===== src/rtl/mesh_pkg.sv =====
package mesh_pkg;
  typedef enum logic [1:0] {
    DIR_N = 2'd0,
    DIR_S = 2'd1,
    DIR_E = 2'd2,
    DIR_W = 2'd3
  } dir_e;

  typedef struct packed {
    logic live_sum;
    dir_e src_b;
    dir_e src_a;
  } cell_cfg_t;

  localparam int CFG_W = $bits(cell_cfg_t);
endpackage


===== src/rtl/mesh_rst_sync.sv =====
module mesh_rst_sync (
  input  logic clk,
  input  logic rst_n,
  output logic srst_n
);
  logic [1:0] sh_q;

  always_ff @(posedge clk or negedge rst_n) begin
    if (!rst_n) sh_q <= '0;
    else        sh_q <= {sh_q[0], 1'b1};
  end

  assign srst_n = sh_q[1];
endmodule


===== src/rtl/mesh_cfg_bank.sv =====
module mesh_cfg_bank #(
  parameter int ROWS = 3,
  parameter int COLS = 5,
  parameter int RW   = 2,
  parameter int CW   = 3
) (
  input  logic                                   clk,
  input  logic                                   srst_n,
  input  logic                                   we,
  input  logic [RW-1:0]                          row,
  input  logic [CW-1:0]                          col,
  input  mesh_pkg::cell_cfg_t                    word,
  output mesh_pkg::cell_cfg_t [ROWS*COLS-1:0]    cfg_q
);
  localparam int N = ROWS * COLS;
  localparam logic [RW-1:0] ROW_LIM = RW'(ROWS - 1);
  localparam logic [CW-1:0] COL_LIM = CW'(COLS - 1);

  mesh_pkg::cell_cfg_t [N-1:0] cfg_d;

  for (genvar r = 0; r < ROWS; r++) begin : g_row
    for (genvar c = 0; c < COLS; c++) begin : g_col
      localparam logic [RW-1:0] MY_R = RW'(r);
      localparam logic [CW-1:0] MY_C = CW'(c);
      always_comb begin
        if (we && row == MY_R && col == MY_C) cfg_d[r*COLS+c] = word;
        else                                  cfg_d[r*COLS+c] = cfg_q[r*COLS+c];
      end
    end
  end

  always_ff @(posedge clk or negedge srst_n) begin
    if (!srst_n) cfg_q <= '0;
    else         cfg_q <= cfg_d;
  end

  // an address outside the mesh leaves every word untouched
  assert_oob_ignored_R3: assert property (@(posedge clk) disable iff (!srst_n)
    (we && (row > ROW_LIM || col > COL_LIM)) |=> $stable(cfg_q));
endmodule


===== src/rtl/mesh_cell.sv =====
module mesh_cell (
  input  logic clk,
  input  logic srst_n,
  input  logic step_en,
  input  logic a_in,
  input  logic b_in,
  input  logic live_sum,
  output logic a_q,
  output logic b_q,
  output logic a_obs
);
  logic sum_c, nand_c, a_d, b_d;

  always_comb begin
    sum_c  = a_in ^ b_in;
    nand_c = ~(a_in & b_in);
    a_d    = step_en ? sum_c  : a_q;
    b_d    = step_en ? nand_c : b_q;
  end

  always_ff @(posedge clk or negedge srst_n) begin
    if (!srst_n) begin
      a_q <= 1'b0;
      b_q <= 1'b0;
    end else begin
      a_q <= a_d;
      b_q <= b_d;
    end
  end

  assign a_obs = live_sum ? sum_c : a_q;

  assert_sum_load_R4: assert property (@(posedge clk) disable iff (!srst_n)
    step_en |=> (a_q == ($past(a_in) ^ $past(b_in))));
  assert_nand_load_R5: assert property (@(posedge clk) disable iff (!srst_n)
    step_en |=> (b_q == !($past(a_in) && $past(b_in))));
  assert_hold_R6: assert property (@(posedge clk) disable iff (!srst_n)
    !step_en |=> ($stable(a_q) && $stable(b_q)));
endmodule


===== src/rtl/cell_mesh_fabric.sv =====
module cell_mesh_fabric #(
  parameter  int ROWS = 3,
  parameter  int COLS = 5,
  localparam int RW   = (ROWS > 1) ? $clog2(ROWS) : 1,
  localparam int CW   = (COLS > 1) ? $clog2(COLS) : 1,
  localparam int N    = ROWS * COLS
) (
  input  logic          clk,
  input  logic          rst_n,
  input  logic          step_en,
  input  logic          cfg_we,
  input  logic [RW-1:0] cfg_row,
  input  logic [CW-1:0] cfg_col,
  input  logic [4:0]    cfg_word,
  output logic [N-1:0]  a_obs,
  output logic [N-1:0]  b_obs
);
  import mesh_pkg::*;

  logic               srst_n;
  cell_cfg_t [N-1:0]  cfg_q;
  logic [N-1:0]       a_q, b_q, a_in, b_in;

  mesh_rst_sync u_rst (.clk(clk), .rst_n(rst_n), .srst_n(srst_n));

  mesh_cfg_bank #(.ROWS(ROWS), .COLS(COLS), .RW(RW), .CW(CW)) u_cfg (
    .clk(clk), .srst_n(srst_n), .we(cfg_we), .row(cfg_row), .col(cfg_col),
    .word(cell_cfg_t'(cfg_word)), .cfg_q(cfg_q)
  );

  for (genvar r = 0; r < ROWS; r++) begin : g_row
    for (genvar c = 0; c < COLS; c++) begin : g_col
      localparam int I = r * COLS + c;
      logic [3:0] nb_a, nb_b;

      // neighbour candidates per plane, index = direction code
      if (r > 0) begin : g_n
        assign nb_a[DIR_N] = a_q[I-COLS];
        assign nb_b[DIR_N] = b_q[I-COLS];
      end else begin : g_n0
        assign nb_a[DIR_N] = 1'b0;
        assign nb_b[DIR_N] = 1'b0;
      end
      if (r < ROWS - 1) begin : g_s
        assign nb_a[DIR_S] = a_q[I+COLS];
        assign nb_b[DIR_S] = b_q[I+COLS];
      end else begin : g_s0
        assign nb_a[DIR_S] = 1'b0;
        assign nb_b[DIR_S] = 1'b0;
      end
      if (c < COLS - 1) begin : g_e
        assign nb_a[DIR_E] = a_q[I+1];
        assign nb_b[DIR_E] = b_q[I+1];
      end else begin : g_e0
        assign nb_a[DIR_E] = 1'b0;
        assign nb_b[DIR_E] = 1'b0;
      end
      if (c > 0) begin : g_w
        assign nb_a[DIR_W] = a_q[I-1];
        assign nb_b[DIR_W] = b_q[I-1];
      end else begin : g_w0
        assign nb_a[DIR_W] = 1'b0;
        assign nb_b[DIR_W] = 1'b0;
      end

      assign a_in[I] = nb_a[cfg_q[I].src_a];
      assign b_in[I] = nb_b[cfg_q[I].src_b];

      mesh_cell u_cell (
        .clk(clk), .srst_n(srst_n), .step_en(step_en),
        .a_in(a_in[I]), .b_in(b_in[I]), .live_sum(cfg_q[I].live_sum),
        .a_q(a_q[I]), .b_q(b_q[I]), .a_obs(a_obs[I])
      );

      if (r == 0) begin : g_top_edge
        // both inputs off the mesh -> sum 0, nand 1
        assert_offmesh_zero_R8: assert property (@(posedge clk) disable iff (!srst_n)
          (step_en && cfg_q[I].src_a == DIR_N && cfg_q[I].src_b == DIR_N)
          |=> (a_q[I] == 1'b0 && b_q[I] == 1'b1));
      end
    end
  end

  assign b_obs = b_q;

  // a write without a step leaves both planes as they were
  assert_write_keeps_state_R10: assert property (@(posedge clk) disable iff (!srst_n)
    (cfg_we && !step_en) |=> ($stable(a_q) && $stable(b_q)));
endmodule


===== config.mk =====
export PLATFORM = sky130hd
export DESIGN_NAME = cell_mesh_fabric
export DESIGN_NICKNAME = d
export VERILOG_FILES = /design/src/rtl/mesh_pkg.sv /design/src/rtl/mesh_rst_sync.sv /design/src/rtl/mesh_cfg_bank.sv /design/src/rtl/mesh_cell.sv /design/src/rtl/cell_mesh_fabric.sv
export SDC_FILE = /design/constraint.sdc
export NUM_CORES = 1
export LEC_CHECK = 0
export BUFFER_PORTS_ARGS = -buffer_cell sky130_fd_sc_hd__buf_2
export CORE_ASPECT_RATIO = 1.2
export CORE_MARGIN = 4
export CORE_UTILIZATION = 60
export DETAILED_ROUTE_END_ITERATION = 8
export PLACE_DENSITY = 0.8
export SETUP_SLACK_MARGIN = 0.3
export SYNTH_ARGS = -nofsm -noshare
export SYNTH_HDL_FRONTEND = slang
export SYNTH_SLANG_ARGS = --single-unit

===== constraint.sdc =====
create_clock -name clk -period 4.2 [get_ports clk]
set_input_delay 0.21 -clock clk [delete_from_list [all_inputs] [get_ports clk]]
set_output_delay 0.21 -clock clk [all_outputs]
set_load 0.03 [all_outputs]

==> impl_metrics.py <==
metrics = {
    "outcome": {
        "status": "complete, no violations",
    },
    "die": {
        "die_h_um": 110,
        "io_pins": 44,
        "core_mm2": 0.00852,
        "fp-row-count": 37,
        "die_area_mm2": 0.0103,
        "dieWidth_um": 93.1,
        "start_util_pct": 61.3,
    },
    "clock_network": {
        "cts_sinks": 107,
        "cts.repair.resized": 0,
        "cts_root_buffer": "clkbuf_8",
        "cts_made_buffers": 9,
        "clk_latency_ps": 370,
        "htreeDepth": 3,
        "clockBufferDepth": 2,
        "postCtsSetupBuffers": 0,
        "cts_tree": "built",
        "cts.clk_slew.worst_paths_ps": 100,
    },
    "yosys": {
        "synth_flop_cell": "dfrtp_1",
        "synth_edf_count": 0,
        "async_flop_share_pct": 100,
        "seq_area_frac_synth_pct": 51.3,
        "avgSynthCellArea_um2": 12.9,
        "synth.distinct_cells": 26,
        "synth-seq-cells": 107,
        "ys.warnings.count": 0,
        "syn-num-nets": 433,
        "syn_area_mm2": 0.00522,
        "syn_inst": 404,
    },
    "drt": {
        "drt_iter0_markers": 128,
        "antenna_left": 0,
        "first_pass_iters": 4,
        "routed_wl_mm": 10.7,
        "wl_per_cell_um": 19.8,
        "remaining_drc_errors": 0,
        "num_vias": 3156,
        "viasPerCell": 5.84,
    },
    "worst_setup_path": {
        "worstPathRequired_ps": 3990,
        "crit_family": "multiplexers",
        "worst_setup_path_start_kind": "flop",
        "r2r_cells": 4,
        "path_cells": "mux4_2 > ha_1 > mux2_2 > buf_2",
        "crit_type": "reg2out",
        "cp_slowest_stage_delay_ps": 510,
        "cp-end-kind": "output pin",
        "r2r-start": "g_row[1].g_col[3].u_cell.a_q$_DFFE_PN0P_",
        "cp_max_fo": 6,
        "cpMaxStageDelayCell": "mux4_2",
        "crit_buf_inv": 1,
        "r2r_setup_slack_ps": 2530,
        "cp.arrival_ps": 2130,
        "r2r-end": "g_row[1].g_col[4].u_cell.a_q$_DFFE_PN0P_",
    },
    "sta": {
        "fin_setup_tns_ps": 0,
        "timing.hold.ws_ps": 127,
        "final-setup-viol-count": 0,
        "finalHoldViolations": 0,
        "period_share_pct": 55.7,
        "tightest_slew_ps": 930,
        "relSlewSlack_pct": 38.0,
        "rsz0062_at_grt": "no",
        "fmax_mhz": 427,
        "slew_viol_final": 0,
        "clock_skew_ps": 7.84,
        "finalCriticalPeriod_ps": 2340,
    },
    "place": {
        "place.port_buffers": 43,
        "hpwlAfterDp_mm": 7.19,
        "dp.cells": 524,
        "gp_congestion": 0.841,
    },
    "power": {
        "vdd_ir_drop_max_v": 0.000273,
        "p_per_area_mw_per_mm2": 636,
        "total_leakage_power_nw": 2.46,
    },
    "global_route": {
        "use_met3_pct": 3.26,
        "grt.met1_usage_pct": 31.1,
        "grt_first_pass_wirelength_mm": 17.0,
        "grt_pass1_vias": 3154,
        "grt_max_degree": 71,
        "grt-ovfl-total": 0,
        "use_met2_pct": 35.9,
        "antenna_found_initial": 0,
        "grt_busiest_layer": "met2",
        "grt_use_total_pct": 22.2,
    },
    "run": {
        "maxCapViolCount": 0,
    },
    "layout": {
        "post_route_cells_drive_above_1_share_pct": 42.8,
        "fin_cells": 540,
        "nets": 448,
        "area_growth_pct": 5.27,
        "n_antenna_cell": 0,
    },
    "hold_path": {
        "hold_class": "in2async",
    },
}
-- cell families (layout without fill, tap and decap cells) --
group	after synthesis	after routing	share of synthesized area, %
buf+inv	44	63	5.37
other cells	1	1	0.0719
flops	107	107	51.3
fa+ha+maj	15	15	3.60
simple gates	73	73	6.76
compound gates	30	30	3.04
mux	134	134	29.8
-- area by class of cell --
class | count | area, µm²
clock buffers | 11 | 131
clock inverters | 4 | 30.0
inverters | 3 | 11.3
flip-flops and latches | 107 | 2680
fillers | 658 | 3020
multi-input cells | 253 | 2260
well taps | 117 | 146
repair buffers | 45 | 233
-- metal layers --
layer | part of all wire (%) | vias up
met5 | 0 | -
met4 | 1.3 | 0
met3 | 3.8 | 15
met2 | 49 | 67
met1 | 46 | 1633
li1 | - | 1441
-- worst max-delay path by stage --
stage,endpoint,cells after the start,slack [ps],from
2_1_floorplan,g_row[0].g_col[0].u_cell.a_q$_DFFE_PN0P_,0,1000,u_rst.sh_q[1]$_DFF_PN0_
3_3_place_gp,a_obs[7],4,2270,g_row[1].g_col[1].u_cell.b_q$_DFFE_PN0P_
3_5_place_dp,a_obs[7],4,2270,g_row[1].g_col[1].u_cell.b_q$_DFFE_PN0P_
4_1_cts,a_obs[9],5,1860,g_row[1].g_col[3].u_cell.a_q$_DFFE_PN0P_
5_1_grt,a_obs[7],4,1810,g_row[1].g_col[1].u_cell.b_q$_DFFE_PN0P_
6_report,a_obs[7],4,1860,g_row[1].g_col[1].u_cell.b_q$_DFFE_PN0P_
-- where the power goes --
part	internal, W	switching (W)	total [W]
combinational	0.000621	0.000694	0.00131
sequential	0.00130	0.000330	0.00163
clock	0.000213	0.000335	0.000547
total	0.00213	0.00136	0.00349
-- synth_stat cells, types with 2 or more instances --
cell type,number,area share [%]
o22ai_1,2,0.24
ha_1,15,3.6
nand2_1,33,2.4
and4bb_2,3,0.72
buf_4,30,4.3
buf_2,2,0.19
o21ai_0,14,1.3
dfrtp_1,107,51
nand3b_1,2,0.29
nand3_1,8,0.77
nor2_1,18,1.3
inv_1,3,0.22
a21oi_1,12,1.2
mux2_2,113,24
mux2i_1,15,2.9
nor2b_1,4,0.48
clkbuf_1,9,0.65
mux4_2,6,2.6
-- registers in the layout, indices dropped and copies added (netlist names) --
signal,count
u_cfg.cfg_q,75
g_row.g_col.u_cell.a_q,15
g_row.g_col.u_cell.b_q,15
u_rst.sh_q,2
-- through the flow --
step	setup WS (ps)	utilization [%]	area, µm²	total power (W)
after global placement	2270	62.5	5320	0.00292
after CTS	1860	64.5	5490	0.00352
after floorplan	999	-	5220	0.00275
final	1860	64.5	5490	0.00349
after global routing	1810	64.5	5490	0.00371
after detailed placement	2270	62.5	5320	0.00297
-- repair_timing --
action / in CTS / in global routing
endpoints found under the hold margin: 2 / 0
setup endpoints to repair: 0 / 0
hold buffers: 1 / 0
-- layout by cell type (no fill, tap or decap), drive strengths merged, types with 2 or more instances in the layout --
master,Yosys,layout
mux4,6,6
nand2,33,33
inv,3,3
clkbuf,9,11
and4bb,3,3
dfrtp,107,107
nand3b,2,2
mux2i,15,15
nor2b,4,4
clkinvlp,0,4
o22ai,2,2
buf,32,44
nand3,8,8
a21oi,12,12
nor2,18,18
o21ai,14,14
mux2,113,113
ha,15,15
Note: power is estimated with default switching activity, not from simulation.
